[src/rtl/sfifo_pkg.sv]
package sfifo_pkg;

    parameter int SAMPLE_W = 10;

    typedef struct packed {
        logic [SAMPLE_W-1:0] x;
        logic [SAMPLE_W-1:0] y;
        logic [SAMPLE_W-1:0] z;
    } triple_t;

    typedef enum logic [1:0] {
        MODE_PASS    = 2'b00,
        MODE_HOLD    = 2'b01,
        MODE_ROLL    = 2'b10,
        MODE_TRIGGER = 2'b11
    } fifo_mode_e;

    typedef enum logic [1:0] {
        POL_OFF  = 2'b00,
        POL_STOP = 2'b01,
        POL_WRAP = 2'b10
    } policy_e;

    function automatic policy_e decode_policy(input fifo_mode_e m, input logic armed);
        policy_e p;
        case (m)
            MODE_HOLD:    p = POL_STOP;
            MODE_ROLL:    p = POL_WRAP;
            MODE_TRIGGER: p = armed ? POL_STOP : POL_WRAP;
            default:      p = POL_OFF;
        endcase
        return p;
    endfunction

endpackage

[src/rtl/sfifo_policy.sv]
module sfifo_policy
    import sfifo_pkg::*;
(
    input  logic       clk,
    input  logic       rst,
    input  fifo_mode_e mode_i,
    input  logic       trig_sel_i,
    input  logic       trig_a_i,
    input  logic       trig_b_i,
    output policy_e    pol_o
);
    logic armed_q;
    logic trig_hit;

    assign trig_hit = trig_sel_i ? trig_b_i : trig_a_i;

    always_ff @(posedge clk) begin
        if (rst) begin
            armed_q <= 1'b0;
        end else if (mode_i != MODE_TRIGGER) begin
            armed_q <= 1'b0;
        end else if (trig_hit) begin
            armed_q <= 1'b1;
        end
    end

    assign pol_o = decode_policy(mode_i, armed_q);
endmodule

[src/rtl/sfifo_ctrl.sv]
module sfifo_ctrl
    import sfifo_pkg::*;
#(
    parameter int DEPTH = 32,
    localparam int PTR_W = $clog2(DEPTH),
    localparam int LVL_W = PTR_W + 1
) (
    input  logic             clk,
    input  logic             rst,
    input  policy_e          pol_i,
    input  logic             push_i,
    input  logic             pop_i,
    output logic             wr_en_o,
    output logic [PTR_W-1:0] wr_addr_o,
    output logic [PTR_W-1:0] rd_addr_o,
    output logic             pop_ok_o,
    output logic [LVL_W-1:0] level_o,
    output logic             ovr_o
);
    localparam logic [LVL_W-1:0] FULL_LVL = LVL_W'(DEPTH);
    localparam logic [PTR_W-1:0] LAST_PTR = PTR_W'(DEPTH - 1);

    logic [PTR_W-1:0] wp_q, rp_q;
    logic [LVL_W-1:0] cnt_q, cnt_n;
    logic             ovr_q;
    logic             active, full, empty, room, displace, drop, advance_rd;

    function automatic logic [PTR_W-1:0] bump(input logic [PTR_W-1:0] p);
        return (p == LAST_PTR) ? '0 : p + 1'b1;
    endfunction

    assign active     = (pol_i != POL_OFF);
    assign full       = (cnt_q == FULL_LVL);
    assign empty      = (cnt_q == '0);
    assign pop_ok_o   = active && pop_i && !empty;
    assign room       = !full || pop_ok_o;
    assign displace   = (pol_i == POL_WRAP) && push_i && !room;
    assign drop       = (pol_i == POL_STOP) && push_i && !room;
    assign wr_en_o    = active && push_i && (room || displace);
    assign advance_rd = pop_ok_o || displace;

    always_comb begin
        cnt_n = cnt_q;
        if (wr_en_o && !displace) cnt_n = cnt_n + 1'b1;
        if (pop_ok_o)             cnt_n = cnt_n - 1'b1;
    end

    always_ff @(posedge clk) begin
        if (rst || !active) begin
            wp_q  <= '0;
            rp_q  <= '0;
            cnt_q <= '0;
            ovr_q <= 1'b0;
        end else begin
            if (wr_en_o)    wp_q <= bump(wp_q);
            if (advance_rd) rp_q <= bump(rp_q);
            cnt_q <= cnt_n;
            if (drop || displace) begin
                ovr_q <= 1'b1;
            end else if (pop_ok_o && cnt_n != FULL_LVL) begin
                ovr_q <= 1'b0;
            end
        end
    end

    assign wr_addr_o = wp_q;
    assign rd_addr_o = rp_q;
    assign level_o   = cnt_q;
    assign ovr_o     = ovr_q;
endmodule

[src/rtl/sfifo_store.sv]
module sfifo_store
    import sfifo_pkg::*;
#(
    parameter int DEPTH = 32,
    localparam int PTR_W = $clog2(DEPTH)
) (
    input  logic             clk,
    input  logic             wr_en_i,
    input  logic [PTR_W-1:0] wr_addr_i,
    input  triple_t          wr_data_i,
    input  logic [PTR_W-1:0] rd_addr_i,
    output triple_t          rd_data_o
);
    triple_t slots [DEPTH];

    always_ff @(posedge clk) begin
        if (wr_en_i) slots[wr_addr_i] <= wr_data_i;
    end

    assign rd_data_o = slots[rd_addr_i];
endmodule

[src/rtl/sfifo_outreg.sv]
module sfifo_outreg
    import sfifo_pkg::*;
(
    input  logic    clk,
    input  logic    rst,
    input  logic    direct_ld_i,
    input  triple_t direct_i,
    input  logic    pop_ld_i,
    input  triple_t head_i,
    output triple_t out_o
);
    triple_t out_q;

    always_ff @(posedge clk) begin
        if (rst) begin
            out_q <= '0;
        end else if (direct_ld_i) begin
            out_q <= direct_i;
        end else if (pop_ld_i) begin
            out_q <= head_i;
        end
    end

    assign out_o = out_q;
endmodule

[src/rtl/sample_fifo3.sv]
module sample_fifo3
    import sfifo_pkg::*;
#(
    parameter int DEPTH = 32,
    localparam int PTR_W = $clog2(DEPTH),
    localparam int LVL_W = PTR_W + 1
) (
    input  logic                clk,
    input  logic                rst,
    input  logic [1:0]          mode,
    input  logic [PTR_W-1:0]    wtm_level,
    input  logic                trig_sel,
    input  logic                trig_a,
    input  logic                trig_b,
    input  logic                in_valid,
    input  logic [SAMPLE_W-1:0] in_x,
    input  logic [SAMPLE_W-1:0] in_y,
    input  logic [SAMPLE_W-1:0] in_z,
    input  logic                rd_en,
    output logic [SAMPLE_W-1:0] out_x,
    output logic [SAMPLE_W-1:0] out_y,
    output logic [SAMPLE_W-1:0] out_z,
    output logic                st_wtm,
    output logic                st_ovr,
    output logic                st_empty,
    output logic [LVL_W-1:0]    st_level
);
    policy_e          pol;
    triple_t          sample, head, shown;
    logic             wr_en, pop_ok;
    logic [PTR_W-1:0] wr_addr, rd_addr;
    logic [LVL_W-1:0] level;

    assign sample = '{x: in_x, y: in_y, z: in_z};

    sfifo_policy u_policy (
        .clk        (clk),
        .rst        (rst),
        .mode_i     (fifo_mode_e'(mode)),
        .trig_sel_i (trig_sel),
        .trig_a_i   (trig_a),
        .trig_b_i   (trig_b),
        .pol_o      (pol)
    );

    sfifo_ctrl #(.DEPTH(DEPTH)) u_ctrl (
        .clk       (clk),
        .rst       (rst),
        .pol_i     (pol),
        .push_i    (in_valid),
        .pop_i     (rd_en),
        .wr_en_o   (wr_en),
        .wr_addr_o (wr_addr),
        .rd_addr_o (rd_addr),
        .pop_ok_o  (pop_ok),
        .level_o   (level),
        .ovr_o     (st_ovr)
    );

    sfifo_store #(.DEPTH(DEPTH)) u_store (
        .clk       (clk),
        .wr_en_i   (wr_en),
        .wr_addr_i (wr_addr),
        .wr_data_i (sample),
        .rd_addr_i (rd_addr),
        .rd_data_o (head)
    );

    sfifo_outreg u_out (
        .clk         (clk),
        .rst         (rst),
        .direct_ld_i ((pol == POL_OFF) && in_valid),
        .direct_i    (sample),
        .pop_ld_i    (pop_ok),
        .head_i      (head),
        .out_o       (shown)
    );

    assign out_x    = shown.x;
    assign out_y    = shown.y;
    assign out_z    = shown.z;
    assign st_level = level;
    assign st_empty = (level == '0);
    assign st_wtm   = (level >= {1'b0, wtm_level});
endmodule

[config.mk]
export PLATFORM = sky130hd
export DESIGN_NAME = sample_fifo3
export DESIGN_NICKNAME = d
export VERILOG_FILES = /design/src/rtl/sfifo_pkg.sv /design/src/rtl/sfifo_policy.sv /design/src/rtl/sfifo_ctrl.sv /design/src/rtl/sfifo_store.sv /design/src/rtl/sfifo_outreg.sv /design/src/rtl/sample_fifo3.sv
export SDC_FILE = /design/constraint.sdc
export NUM_CORES = 1
export LEC_CHECK = 0
export ABC_AREA = 1
export BUFFER_PORTS_ARGS = -buffer_cell sky130_fd_sc_hd__buf_2
export CAP_MARGIN = 20
export CORE_MARGIN = 3
export CORE_UTILIZATION = 55
export CTS_BUF_LIST = sky130_fd_sc_hd__clkbuf_4 sky130_fd_sc_hd__clkbuf_8
export DETAILED_ROUTE_END_ITERATION = 6
export PLACE_DENSITY_LB_ADDON = 0.2
export SYNTH_ARGS = -nofsm -noshare
export SYNTH_HDL_FRONTEND = slang
export SYNTH_SLANG_ARGS = --single-unit
[constraint.sdc]
create_clock -name clk -period 3.8 [get_ports clk]
set_input_delay 0.19 -clock clk [delete_from_list [all_inputs] [get_ports clk]]
set_output_delay 0.19 -clock clk [all_outputs]
set_load 0.03 [all_outputs]
==> results.yml <==
outcome:
  status: "finished clean"
flow_run:
  drv_cap: 0
clock_tree:
  cts-buffers-inserted: 160
  insertion_delay_ns: 0.81
  cts_num_sinks: 1013
  path_clk_slew_ns: 0.06
  post_cts_resize_count: 0
  cts.path.max_buffers: 3
  clock_tree_from_tritoncts: "built"
  root_buffer: "sky130_fd_sc_hd__clkbuf_8"
  h-tree-depth: 4
sta:
  drv_slew: 0
  finalSetupViolations: 0
  rsz0062_at_grt: "no"
  layout_worst_path_cycle_share_pct: 85.5
  hold_ws_ns: 0.0423
  layout_min_cycle_time_ns: 3.25
  timing_hold_violations_final: 0
  finalClockSkew_ns: 0.0254
  max_slew.worst_pin.slew_ns: 0.976
  max_clock_freq_mhz: 308
  relSlewSlack_pct: 35.0
route:
  avgRoutedWirePerCell_um: 25.9
  dr_total_vias: 27647
  remaining_drc_errors: 0
  drt-total-wl_um: 115000
  post_drt_via_cell_ratio: 6.22
  drtIter0Drc: 3428
  drt-pass1-iter-count: 6
  route.antenna.remaining_nets: 0
logic_synthesis:
  synth.top_cell.area_share_pct: 71.1
  ys_warn_count: 0
  synth.ff_latch_count: 1013
  netlist_area_um2: 40600
  leading_area_contributor_after_synthesis: "sky130_fd_sc_hd__edfxtp_1"
  sequential_cell_area_fraction_in_the_yosys_report_pct: 73.7
  syn-num-nets: 3275
  synth_top_flop_cell: "sky130_fd_sc_hd__edfxtp_1"
  post_synth_num_cell_types: 44
  synth_enable_flop_cells: 960
  synth_cells: 3216
  syn_area_per_cell_um2: 12.6
  async_reset_ff_share_pct: 0
  cell_types_occupying_the_most_area_after_synthesis: "sky130_fd_sc_hd__edfxtp_1 71%, sky130_fd_sc_hd__o21ai_0 6.5%, sky130_fd_sc_hd__nor2_1 5.9%"
place:
  routabilityCongestion: 0.909
  port_buffer_cells: 82
  dp.cells: 4129
  detailed_place_hpwl_um: 67400
global_routing:
  global_route.overflow_total: 0
  antenna_found_initial: 3
  grt_use_total_pct: 29.7
  grt_first_pass_wirelength_um: 170000
  maximum_number_of_pins_on_one_net_before_global_route_repair: 154
  first_global_vias: 26866
floorplan:
  start_util_pct: 56.1
  die_area_um2: 77000
  floorplan.core_area_um2: 72200
  num_io_pins: 83
  die-width_um: 278
  core.rowCount: 98
  die_height_um: 278
power_and_ir_drop:
  p_clk_share_pct: 38.9
  ir_worst_vdd_uv: 338
  power_switching_mw: 5.90
  leakage_nw: 15.5
  combPwrFrac_pct: 9.0
  cell_internal_pwr_mw: 17.9
  cellPowerDensity_nw_per_um2: 520
  power.share.switching_pct: 24.7
  power_share_of_the_sequential_group_pct: 52.1
setup_path:
  worst-setup-path-type: "reg2reg"
  critPathRequiredTime_ns: 4.31
  crit_path_start_kind: "flip-flop"
  critical_path.max_fanout: 18
  critical_path_arrival_ns: 3.76
  critPathCaptureType: "flip-flop"
worst_hold_path:
  hold_path.class: "in2reg"
layout:
  layout.nets: 3421
  fillerInstances: 5472
  post_route_cells_drive_above_1_share_pct: 15.6
  stdcell_count: 4444
  areaGrowthSynthToFinish_pct: 13.1
-- worst paths after layout --
| kind | slack (ns) | to | start | cells after the start |
|---|---|---|---|---|
| max | 0.55 | u_store.slots[3][9] | u_ctrl.level_o[0] | 12 |
| min | 0.04 | u_store.slots[7][20] | in_x[0] | 1 |
| max reg2reg | 0.55 | u_store.slots[3][9] | u_ctrl.level_o[0] | 12 |
| min reg2reg | 0.50 | flip-flop | u_ctrl.rd_addr_o[4] | 2 |
-- layer usage --
metal	up-vias	part of all wire, %	global-route usage, %
met3	257	9.4	5.61
met4	2	4.5	14.0
met5	-	0.011	0
li1	12172	-	-
met1	13680	38	38.3
met2	1536	49	48.9
-- placed cells by master, fill, tap and decap left out, drive strengths merged, types with 5 or more instances in the layout --
| cell | n |
|---|---|
| dlygate4sd3 | 21 |
| o22ai | 240 |
| nand2 | 220 |
| inv | 54 |
| buf | 186 |
| dfxtp | 53 |
| clkbuf | 219 |
| edfxtp | 960 |
| diode | 5 |
| nor3 | 10 |
| o21ai | 608 |
| clkinvlp | 5 |
| clkinv | 50 |
| nor2 | 640 |
| bufinv | 7 |
| a211oi | 33 |
| nand3 | 53 |
| nand4 | 6 |
| a21oi | 94 |
| ha | 15 |
-- critical path: stages, from the launching register on --
cell and delay, ns:
sky130_fd_sc_hd__dfxtp_1 0.42, sky130_fd_sc_hd__inv_1 0.13, sky130_fd_sc_hd__ha_1 0.25, sky130_fd_sc_hd__nand2_2 0.10, sky130_fd_sc_hd__nor2_4 0.04, sky130_fd_sc_hd__nand3_4 0.14
sky130_fd_sc_hd__inv_1 0.09, sky130_fd_sc_hd__nand2_1 0.06, sky130_fd_sc_hd__nand2_1 0.33, sky130_fd_sc_hd__nor2_1 0.32, sky130_fd_sc_hd__inv_1 0.34, sky130_fd_sc_hd__nor2_4 0.47
sky130_fd_sc_hd__buf_12 0.23
-- kinds of logic after synthesis --
group	count (synthesis)	share of synthesized area [%]
buffers and inverters	269	3.14
adder cells (fa/ha/maj)	15	0.463
XOR/XNOR	2	0.0432
flip-flops	1013	73.7
AND/OR/NAND/NOR	934	9.11
AO/OA/AOI/OAI	983	13.5
-- per-stage QoR --
stage / setup TNS [ns] / setup WS (ns) / area, um^2 / total power, mW / util [%]
after floorplan: -32.16 / -0.268 / 40600 / 13.9 / -
after global placement: 0 / 0.636 / 42400 / 14.7 / 58.7
after detailed placement: 0 / 0.624 / 42400 / 14.8 / 58.7
after CTS: 0 / 0.629 / 45800 / 23.9 / 63.5
after global routing: 0 / 0.388 / 45800 / 24.6 / 63.5
final: 0 / 0.551 / 45900 / 23.8 / 63.5
-- area by class of cell --
type / count / area, um^2 / share of cell area (%)
antenna: 5 / 12.5 / 0.0273
clock inverter: 70 / 572 / 1.25
sequential: 1013 / 29900 / 65.2
inverter: 46 / 188 / 0.409
timing repair buffer: 207 / 1720 / 3.75
tap: 950 / 1190 / 2.59
clock buffer: 219 / 2650 / 5.78
multi-input combinational: 1934 / 9620 / 21.0
-- synthesized netlist by cell type, types with 15 or more instances --
master / number
sky130_fd_sc_hd__clkbuf_1: 121
sky130_fd_sc_hd__nand2_1: 216
sky130_fd_sc_hd__o22ai_1: 240
sky130_fd_sc_hd__edfxtp_1: 960
sky130_fd_sc_hd__a21oi_1: 93
sky130_fd_sc_hd__ha_1: 15
sky130_fd_sc_hd__o21ai_1: 79
sky130_fd_sc_hd__nand3_1: 49
sky130_fd_sc_hd__nor2_1: 634
sky130_fd_sc_hd__inv_1: 38
sky130_fd_sc_hd__dfxtp_1: 53
sky130_fd_sc_hd__buf_6: 17
sky130_fd_sc_hd__o21ai_0: 528
sky130_fd_sc_hd__a211oi_2: 30
sky130_fd_sc_hd__buf_2: 53
sky130_fd_sc_hd__buf_4: 16
-- state kept, by name, summed over array words and instances, names as in the netlist, named ones only --
signal	count
u_ctrl.rd_addr_o	5
u_out.out_o	30
u_store.slots	960
u_policy.armed_q	1
u_ctrl.ovr_o	1
u_ctrl.level_o	6
u_ctrl.wr_addr_o	5
-- power groups by stage --
stage | Sequential, mW | Clock (mW) | Combinational [mW]
floorplan | 12.7 | 0 | 1.22
global placement | 12.6 | 0 | 2.07
detailed placement | 12.6 | 0 | 2.11
CTS | 12.4 | 9.38 | 2.13
global route | 12.4 | 9.91 | 2.31
finish | 12.4 | 9.28 | 2.15
-- repair_timing --
| item | in CTS | in global routing |
|---|---|---|
| hold buffers | 21 | 0 |
| setup buffers | 0 | 0 |
| endpoints found under the hold margin | 302 | 0 |
No activity file was read; power rests on OpenSTA's default activity.
